--- config.mk ---
export PLATFORM = sky130hd
export DESIGN_NAME = lb_sync_gate
export DESIGN_NICKNAME = d
export VERILOG_FILES = /design/src/rtl/lb_sync_pkg.sv /design/src/rtl/lb_bar_cache.sv /design/src/rtl/lb_sync_decide.sv /design/src/rtl/lb_sync_gate.sv
export SDC_FILE = /design/constraint.sdc
export NUM_CORES = 1
export LEC_CHECK = 0
export ABC_AREA = 1
export CORE_ASPECT_RATIO = 0.6
export CORE_MARGIN = 2
export CORE_UTILIZATION = 45
export CTS_CLUSTER_SIZE = 10
export DETAILED_ROUTE_END_ITERATION = 8
export PLACE_DENSITY = 0.7
export SLEW_MARGIN = 20
export SYNTH_ARGS = -nofsm -noshare
export SYNTH_HDL_FRONTEND = slang
export SYNTH_SLANG_ARGS = --single-unit
export TNS_END_PERCENT = 5
--- constraint.sdc ---
create_clock -name clk -period 4.8 [get_ports clk]
set_clock_uncertainty 0.2 [all_clocks]
set_input_delay 0.96 -clock clk [delete_from_list [all_inputs] [get_ports clk]]
set_output_delay 0.96 -clock clk [all_outputs]
set_load 0.03 [all_outputs]
--- src/rtl/lb_sync_pkg.sv ---
package lb_sync_pkg;

    typedef enum logic [1:0] {
        RSP_REJECT = 2'd0,
        RSP_GRANT  = 2'd1,
        RSP_FINISH = 2'd2
    } rsp_kind_e;

endpackage

--- src/rtl/lb_bar_cache.sv ---
module lb_bar_cache #(
    parameter int DATA_W = 8,
    parameter int SEQ_W  = 8,
    localparam int POS_W = (DATA_W > 1) ? $clog2(DATA_W) : 1
) (
    input  logic              clk,
    input  logic              rst_n,
    input  logic              head_ok,
    input  logic [DATA_W-1:0] head_data,
    input  logic [SEQ_W-1:0]  head_seq,
    input  logic [POS_W-1:0]  bar_pos,
    output logic              bar_now
);
    typedef struct packed {
        logic             vld;
        logic [SEQ_W-1:0] seq;
        logic             bar;
    } cache_t;

    cache_t st_q, st_d;
    logic   hit;

    always_comb begin
        hit     = st_q.vld && (st_q.seq == head_seq);
        bar_now = hit ? st_q.bar : head_data[bar_pos];
        st_d    = st_q;
        if (head_ok && !hit) begin
            st_d.vld = 1'b1;
            st_d.seq = head_seq;
            st_d.bar = head_data[bar_pos];
        end
    end

    always_ff @(posedge clk) begin
        if (!rst_n) st_q <= '0;
        else        st_q <= st_d;
    end

    AST_CACHE_HOLD: assert property (@(posedge clk) disable iff (!rst_n)
        (head_ok && hit) |=> (st_q.bar == $past(st_q.bar))) else $error("cache");
endmodule

--- src/rtl/lb_sync_decide.sv ---
module lb_sync_decide
    import lb_sync_pkg::*;
#(
    parameter int CNT_W = 4,
    parameter int THR_W = 8
) (
    input  logic             first,
    input  logic [CNT_W-1:0] cnt,
    input  logic [CNT_W-1:0] avail,
    input  logic             bar_match,
    input  logic [THR_W-1:0] wait_cur,
    input  logic [THR_W-1:0] total_cur,
    output rsp_kind_e        kind,
    output logic [CNT_W-1:0] gcnt,
    output logic [THR_W-1:0] wait_nx,
    output logic [THR_W-1:0] total_nx,
    output logic             load_bar
);
    function automatic logic [THR_W-1:0] sat_add(input logic [THR_W-1:0] a, input logic [CNT_W-1:0] b);
        logic [THR_W:0] s;
        s = (THR_W+1)'(a) + (THR_W+1)'(b);
        return s[THR_W] ? '1 : s[THR_W-1:0];
    endfunction

    function automatic logic [THR_W-1:0] sat_sub(input logic [THR_W-1:0] a, input logic [CNT_W-1:0] b);
        return (a >= THR_W'(b)) ? (a - THR_W'(b)) : '0;
    endfunction

    logic [THR_W-1:0] tent;
    logic [CNT_W-1:0] take;
    logic             normal_ok;
    logic             all_stuck;

    always_comb begin
        tent      = first ? sat_add(wait_cur, cnt) : wait_cur;
        take      = (cnt < avail) ? cnt : avail;
        normal_ok = bar_match && (avail >= cnt);
        all_stuck = tent >= total_cur;
        kind      = RSP_REJECT;
        gcnt      = '0;
        wait_nx   = tent;
        total_nx  = total_cur;
        load_bar  = 1'b0;
        if (normal_ok) begin
            kind    = RSP_GRANT;
            gcnt    = cnt;
            wait_nx = first ? wait_cur : sat_sub(wait_cur, cnt);
        end else if (all_stuck && (avail == '0)) begin
            kind     = RSP_FINISH;
            gcnt     = cnt;
            total_nx = sat_sub(total_cur, cnt);
        end else if (all_stuck) begin
            kind     = RSP_GRANT;
            gcnt     = take;
            load_bar = !bar_match;
            wait_nx  = first ? sat_add(wait_cur, cnt - take) : sat_sub(wait_cur, take);
        end
    end
endmodule

--- src/rtl/lb_sync_gate.sv ---
module lb_sync_gate
    import lb_sync_pkg::*;
#(
    parameter int DATA_W = 8,
    parameter int SEQ_W  = 8,
    parameter int CNT_W  = 4,
    parameter int THR_W  = 8,
    localparam int POS_W = (DATA_W > 1) ? $clog2(DATA_W) : 1
) (
    input  logic              clk,
    input  logic              rst_n,
    input  logic              cfg_load,
    input  logic [THR_W-1:0]  cfg_threads,
    input  logic              cfg_bar_en,
    input  logic [POS_W-1:0]  cfg_bar_pos,
    input  logic              req_valid,
    input  logic              req_first,
    input  logic [CNT_W-1:0]  req_cnt,
    input  logic [CNT_W-1:0]  buf_avail,
    input  logic [DATA_W-1:0] head_data,
    input  logic [SEQ_W-1:0]  head_seq,
    output logic              rsp_valid,
    output logic [1:0]        rsp_kind,
    output logic [CNT_W-1:0]  rsp_cnt,
    output logic [THR_W-1:0]  waiting,
    output logic [THR_W-1:0]  threads_left,
    output logic              barrier_val
);
    typedef struct packed {
        logic [THR_W-1:0] total;
        logic [THR_W-1:0] wait_n;
        logic             cbar;
        logic             vld;
        rsp_kind_e        kind;
        logic [CNT_W-1:0] cnt;
    } gate_t;

    gate_t st_q, st_d;

    logic             bar_now;
    logic             bar_match;
    rsp_kind_e        dec_kind;
    logic [CNT_W-1:0] dec_cnt;
    logic [THR_W-1:0] dec_wait;
    logic [THR_W-1:0] dec_total;
    logic             dec_load;

    lb_bar_cache #(.DATA_W(DATA_W), .SEQ_W(SEQ_W)) bar_i (
        .clk       (clk),
        .rst_n     (rst_n),
        .head_ok   (buf_avail != '0),
        .head_data (head_data),
        .head_seq  (head_seq),
        .bar_pos   (cfg_bar_pos),
        .bar_now   (bar_now)
    );

    assign bar_match = !cfg_bar_en || (bar_now == st_q.cbar);

    lb_sync_decide #(.CNT_W(CNT_W), .THR_W(THR_W)) dec_i (
        .first     (req_first),
        .cnt       (req_cnt),
        .avail     (buf_avail),
        .bar_match (bar_match),
        .wait_cur  (st_q.wait_n),
        .total_cur (st_q.total),
        .kind      (dec_kind),
        .gcnt      (dec_cnt),
        .wait_nx   (dec_wait),
        .total_nx  (dec_total),
        .load_bar  (dec_load)
    );

    always_comb begin
        st_d      = st_q;
        st_d.vld  = 1'b0;
        st_d.kind = RSP_REJECT;
        st_d.cnt  = '0;
        if (cfg_load) begin
            st_d.total  = cfg_threads;
            st_d.wait_n = '0;
            st_d.cbar   = 1'b0;
        end else if (req_valid) begin
            st_d.vld    = 1'b1;
            st_d.kind   = dec_kind;
            st_d.cnt    = dec_cnt;
            st_d.wait_n = dec_wait;
            st_d.total  = dec_total;
            if (dec_load) st_d.cbar = bar_now;
        end
    end

    always_ff @(posedge clk) begin
        if (!rst_n) st_q <= '0;
        else        st_q <= st_d;
    end

    assign rsp_valid    = st_q.vld;
    assign rsp_kind     = st_q.kind;
    assign rsp_cnt      = st_q.cnt;
    assign waiting      = st_q.wait_n;
    assign threads_left = st_q.total;
    assign barrier_val  = st_q.cbar;

    AST_RSP_NEXT: assert property (@(posedge clk) disable iff (!rst_n)
        (req_valid && !cfg_load) |=> rsp_valid) else $error("rsp");
    AST_NO_FINISH_DATA: assert property (@(posedge clk) disable iff (!rst_n)
        (req_valid && !cfg_load && buf_avail != '0) |=> (rsp_kind != 2'd2)) else $error("fin");
    AST_GRANT_BOUND: assert property (@(posedge clk) disable iff (!rst_n)
        (req_valid && !cfg_load) |=> (rsp_cnt <= $past(req_cnt))) else $error("bound");
    AST_TOTAL_MONO: assert property (@(posedge clk) disable iff (!rst_n)
        !cfg_load |=> (threads_left <= $past(threads_left))) else $error("total");
    AST_BYPASS: assert property (@(posedge clk) disable iff (!rst_n)
        (req_valid && !cfg_load && !cfg_bar_en && req_cnt != '0 && buf_avail >= req_cnt)
        |=> (rsp_kind == 2'd1 && rsp_cnt == $past(req_cnt))) else $error("bypass");
endmodule

# --- Yosys cells after proc, flatten, opt, wreduce, memory -nomap -nowiden ---
# Cells that the tools add are included.
op_classes:
  add_sub_neg: 6
  mul: 0
  div: 0
  magnitude_cmp: 7
  n_eq_ne: 4
  shift: 0
  n_mux: 29
  n_bitwise: 2
  reduce_logical: 18
ops:
  columns: ["operator", "n"]
  rows:
  - ["$mux 8", 13]
  - ["$ge 8x4->1", 3]
  - ["$mux 24", 1]
  - ["$sub 8x4->8", 3]
  - ["$add 8x4->9", 2]
  - ["$mux 17", 1]
  - ["$mux 4", 4]
  - ["$eq 8x8->1", 1]
  - ["$ge 8x8->1", 1]
  - ["$mux 1", 7]
  - ["$ge 4x4->1", 1]
  - ["$logic_and 1x1->1", 4]
  - ["$logic_not 4->1", 1]
  - ["$lt 3x4->1 const B", 1]
  - ["$lt 4x4->1", 1]
  - ["$mux 2", 2]
  - ["$ne 2x2->1 const B", 2]
  - ["$reduce_and 2->1", 2]
  - ["$reduce_bool 2->1", 2]
  - ["$reduce_bool 4->1", 1]
  - ["$reduce_or 4->1", 1]
  - ["$sub 4x4->4", 1]
  - ["$bmux 1 s3", 1]
  - ["$logic_not 1->1", 3]
  - ["other kinds (6)", 7]
word_totals:
  regBits: 34
  latch_bits: 0
  ramBits: 0
  rom_bits: 0
  input_bits: 41
  output_inout_bits: 24
  elab_cells: 76
  mem_count: 0

# --- Longest topological paths before layout ---
logic_depth:
  word_depth: 12
  ltp_mapped: 28
  mapped_depth_nobuf: 28

# --- Modules after synthesis ---
# From an unflattened synthesis, not the netlist that was laid out.
hier_totals:
  hier_cells: 658
  area_unflattened_um2: 3977.6
by_module_without_submodules:
  columns: ["mod", "instances", "cells_per_inst", "area_each_um2", "seq_area_each_um2"]
  rows:
  - ["lb_sync_decide", 1, 408, 2327.2, 0.0]
  - ["lb_sync_gate", 1, 137, 950.9, 480.5]
  - ["lb_bar_cache", 1, 113, 699.4, 200.2]

# --- Worst setup path before layout ---
# No wires, ideal clock.
synth_path:
  path_type: "input to register"
  start: "input buf_avail[3]"
  end: "register st_q, in the netlist waiting[6]"
  setup_time_ns: 0.070
  arrival_time_ns: 3.865
  required_time_ns: 4.530
  slack_ns: 0.666
  path_stages: 21
  n_path_buf: 0
  path_cell_list: "inv_1 > ha_1 > nand2_2 > clkinv_2 > nand2_4 > nand2_4 > o21ai_0 > ha_1 > inv_1 > ha_1 > inv_1 > fa_1 > o31ai_1 > inv_1 > nor2_1 > nor2_1 > a211oi_1 > nor2_1 > nand2_1 > nand2_1 > a21oi_1"
synth_via:
  elab_chain_cells: 9
  elab_cells_between_ends: 18
  cone_classes: "3 x add/sub; 3 x order compare; 1 x eq/ne; 7 x mux; 4 x reduce/logical"
synth_lines:
  columns: ["element", "line_no", "source"]
  rows:
  - ["from (decl)", "lb_sync_gate.sv:19", "input logic [CNT_W-1:0] buf_avail,"]
  - ["$lt 4x4->1", "lb_sync_decide.sv:36", "take = (cnt < avail) ? cnt : avail;"]
  - ["$mux 4", "lb_sync_decide.sv:36", null]
  - ["$sub 4x4->4", "lb_sync_decide.sv:56", "wait_nx = first ? sat_add(wait_cur, cnt - take) : sat_sub(wait_cur, take);"]
  - ["$add 8x4->9", "lb_sync_decide.sv:21", "s = (THR_W+1)'(a) + (THR_W+1)'(b);"]
  - ["$mux 8", "lb_sync_decide.sv:22", "return s[THR_W] ? '1 : s[THR_W-1:0];"]
  - ["$mux 8", "lb_sync_decide.sv:56", null]
  - ["$mux 8", "lb_sync_decide.sv:52", "end else if (all_stuck) begin"]
  - ["$mux 8", "lb_sync_decide.sv:48", "end else if (all_stuck && (avail == '0)) begin"]
  - ["$mux 8", "lb_sync_decide.sv:44", "if (normal_ok) begin"]
  - ["to (signal assigned)", "lb_sync_gate.sv:95", "else st_q <= st_d;"]
  - ["to (decl)", "lb_sync_gate.sv:38", "gate_t st_q, st_d;"]
# Parallel ways exist; a longest one is shown, timed or not.
# A chain may end at the register's enable or synchronous reset.

# --- Final worst setup path ---
layout_path:
  start: "input req_cnt[3]"
  end: "register st_q, in the netlist waiting[3]"
layout_via:
  elab_chain_cells: 9
  elab_cells_between_ends: 25
  cone_classes: "5 x add/sub; 5 x order compare; 1 x eq/ne; 11 x mux; 3 x reduce/logical"
layout_lines:
  columns: ["element", "line_no", "source"]
  rows:
  - ["from (decl)", "lb_sync_gate.sv:18", "input logic [CNT_W-1:0] req_cnt,"]
  - ["$lt 4x4->1", "lb_sync_decide.sv:36", null]
  - ["$mux 4", "lb_sync_decide.sv:36", null]
  - ["$sub 4x4->4", "lb_sync_decide.sv:56", null]
  - ["$add 8x4->9", "lb_sync_decide.sv:21", null]
  - ["$mux 8", "lb_sync_decide.sv:22", null]
  - ["$mux 8", "lb_sync_decide.sv:56", null]
  - ["$mux 8", "lb_sync_decide.sv:52", null]
  - ["$mux 8", "lb_sync_decide.sv:48", null]
  - ["$mux 8", "lb_sync_decide.sv:44", null]
# Parallel ways exist; a longest one is shown, timed or not. The select of a mux whose other input is x is not followed.

==> metrics.txt <==
Sw Pwr around 520 uW; routed wire length ~12000 um; Final Hold Vio Count 0; Final Non-Filler Cells just under 800; hold slack 0.2815 ns; worst-skew pair later-pin latency 0.29 ns; fmax 222.0 MHz; R2R setup slack about 1.1 ns; TritonCTS buffer count 5; Max-cap violations 0; Syn-to-layout area delta 28.89%; Setup TNS 0 ns; antenna-violating nets left 0; DR iter-0 viols between 400 and 500; Min Clock Period, post-route roughly 4.5 ns; largest net degree at the start of global routing 17; Synth Cell Area 3755 um2; GRT overflow 0; DP Cell Count slightly below 800; WS Path Type in2reg; area post-placement roughly 4700 um2; Crit. End Element register; Syn Nets about 680; DR vias ~4.3k; fin nets between 700 and 800; fin area roughly 4800 um2; GPL Wtd Cong approximately 0.94; Combinational Power Share between 40% and 50%; final setup fails 0; clock tree root buffer cell clkbuf_16; sequential share of power between 20% and 30%; First-pass DRT Iterations 5; Hold Crit Endpoint bar_i.st_q[4]; std cell rows 25; hold_sp bar_i.st_q[4]; Clock H-tree levels 2; Top FF cell, synth dfxtp_1; Max IR drop VDD about 0.13 mV; Final Max Tran Viols 0; global-route wire length before repair ~19000 um; # IOs 65; post-synthesis cell type count 48; Slew HR a little under half; drc violations 0; Worst Tran Pin Value between 0.7 and 0.8 ns; R2R depth 19; Post-synth ARST share 0%; DIE HEIGHT about 75 um; FILL cells 763; Synthesis Warnings 0; Int Pwr around 740 uW; CP required about 4.8 ns; Critical Path Fanout Max 8; synthesized area per cell 6.269 um2; cell count after synthesis roughly 600; arrival time at the worst endpoint roughly 4.5 ns; Initial Util 47.07%; CTS Sinks 34; total core area 7976 um2; TritonCTS clock tree yes; initial antenna violation count 0; P_leak roughly 0.0023 uW; hpwl dp approximately 9400 um; Seq/Total Area, Yosys a little under a fifth; hold path cells 2; period utilisation layout between 90 and 100%; # hold bufs at CTS 0; Critical R2R Launch waiting[1]; number of global-route vias before repair ~3.9k; switch share between 40% and 50%; clock slew at reported path FFs approximately 0.060 ns; Die Wd approximately 120 um; Total GRT Usage 26.66%; Avg WL per Cell about 15 um; FF-to-FF End barrier_val; RSZ-0062 raised after global routing false; Worst Setup Start Kind input port; die area between 9000 and 10000 um2; hold crit path type reg2reg; outcome finished clean; routed vias/inst 5.361; PwrDens about 260 nW/um2; clock power share 26.5%; Port-buffer cells 64; Yosys reg bits 34; CTS Buffer Depth 2; ant diodes 0; Post-synth EDFFs 0; layout cells sized above 1 about an eighth
==> placed cells by master (no fill, tap or decap), types with 25 or more instances in the layout <==
cell,Yosys,routed
a21oi_1,50,49
o21ai_0,28,25
inv_1,82,81
nand3_1,45,45
nand2_1,140,140
buf_4,1,27
clkdlybuf4s50_1,0,64
ha_1,34,34
nor2_1,68,67
dfxtp_1,34,34
==> routing by layer <==
layer / GRT usage, % / part of all wire [%]
met4: 3.959 / 0.76
met1: 40.83 / 51
met2: 38.86 / 38
met3: 5.682 / 10
met5: 0 / 0
==> metrics by stage <==
step,setup slack (ns),util [%],total power [uW]
2_1_floorplan,0.6656,-,723.4
3_3_place_gp,0.09855,58.60,906.1
3_5_place_dp,-0.04962,58.60,914.2
4_1_cts,0.2497,60.45,1251
5_1_grt,0.01040,60.67,1349
6_report,0.2964,60.67,1265
==> power by group through the flow <==
stage | clock (uW) | sequential (uW) | combinational [uW]
6_report | 336 | 320 | 610
5_1_grt | 352 | 322 | 675
3_3_place_gp | 0 | 324 | 582
4_1_cts | 338 | 319 | 594
3_5_place_dp | 0 | 325 | 589
2_1_floorplan | 0 | 337 | 387
==> cell usage after synthesis (4+ instances only) <==
| cell | count | share of area (%) |
|---|---|---|
| nand3_1 | 45 | 6.0 |
| nand2_2 | 8 | 1.3 |
| clkbuf_1 | 4 | 0.40 |
| nor3_1 | 8 | 1.1 |
| nand2_1 | 140 | 14 |
| or2_2 | 6 | 1.0 |
| inv_2 | 7 | 0.70 |
| nor2_1 | 68 | 6.8 |
| o21ai_1 | 5 | 0.67 |
| fa_1 | 4 | 2.1 |
| nand3_2 | 10 | 2.7 |
| a21oi_1 | 50 | 6.7 |
| o21ai_0 | 28 | 3.7 |
| nand4_1 | 14 | 2.3 |
| xor2_1 | 10 | 2.3 |
| dfxtp_1 | 34 | 18 |
| ha_1 | 34 | 11 |
| inv_1 | 82 | 8.2 |
==> area by class of cell <==
type,instances,area [um2],area share (%)
tap,108,135.1,2.792
timing repair buffer,91,843.3,17.43
multi-input combinational,465,2694,55.66
sequential,34,680.7,14.06
clock inverter,1,5.005,0.1034
inverter,90,339.1,7.006
clock buffer,7,142.6,2.947
==> registers in the layout (all words and copies together) (netlist names) <==
signal,count
barrier_val,1
threads_left,8
rsp_valid,1
bar_i.st_q,10
rsp_cnt,4
waiting,8
rsp_kind,2
==> what timing repair did <==
action                                  in CTS  in global routing
endpoints found under the setup margin       0                 17
buffers inserted                             0                  0
gates resized for setup                      0                  8
==> worst max-delay path by stage <==
stage | start | endpoint | cells past startpoint
2_1_floorplan | buf_avail[3] | waiting[6] | 21
3_3_place_gp | buf_avail[3] | waiting[3] | 23
3_5_place_dp | req_cnt[3] | waiting[3] | 19
4_1_cts | req_cnt[3] | waiting[3] | 19
5_1_grt | req_cnt[0] | waiting[6] | 27
6_report | req_cnt[3] | waiting[3] | 19
==> cell families (layout without fill, tap and decap cells) <==
logic type               Yosys count  after routing  share of synthesized area (%)
AND/OR/NAND/NOR                  313            313                          39.59
AO/OA/AOI/OAI                    101            101                          15.20
buffers and inverters            100            189                          10.60
adder cells (fa/ha/maj)           38             38                          13.46
flip-flops                        34             34                          18.13
XOR/XNOR                          13             13                          3.032
==> worst max-delay path, cell delays in order <==
cell	delay, ns
clkdlybuf4s50_1	0.48
ha_1	0.39
a21oi_4	0.22
nand2_4	0.11
o21ai_1	0.19
ha_1	0.20
inv_1	0.05
ha_1	0.30
inv_1	0.06
fa_1	0.43
o31ai_1	0.33
inv_1	0.10
nor2_1	0.12
inv_1	0.11
a21oi_1	0.14
nor2_1	0.06
nand2_1	0.08
nand2_1	0.05
a21oi_1	0.12
(Power assumes the default switching activity.)
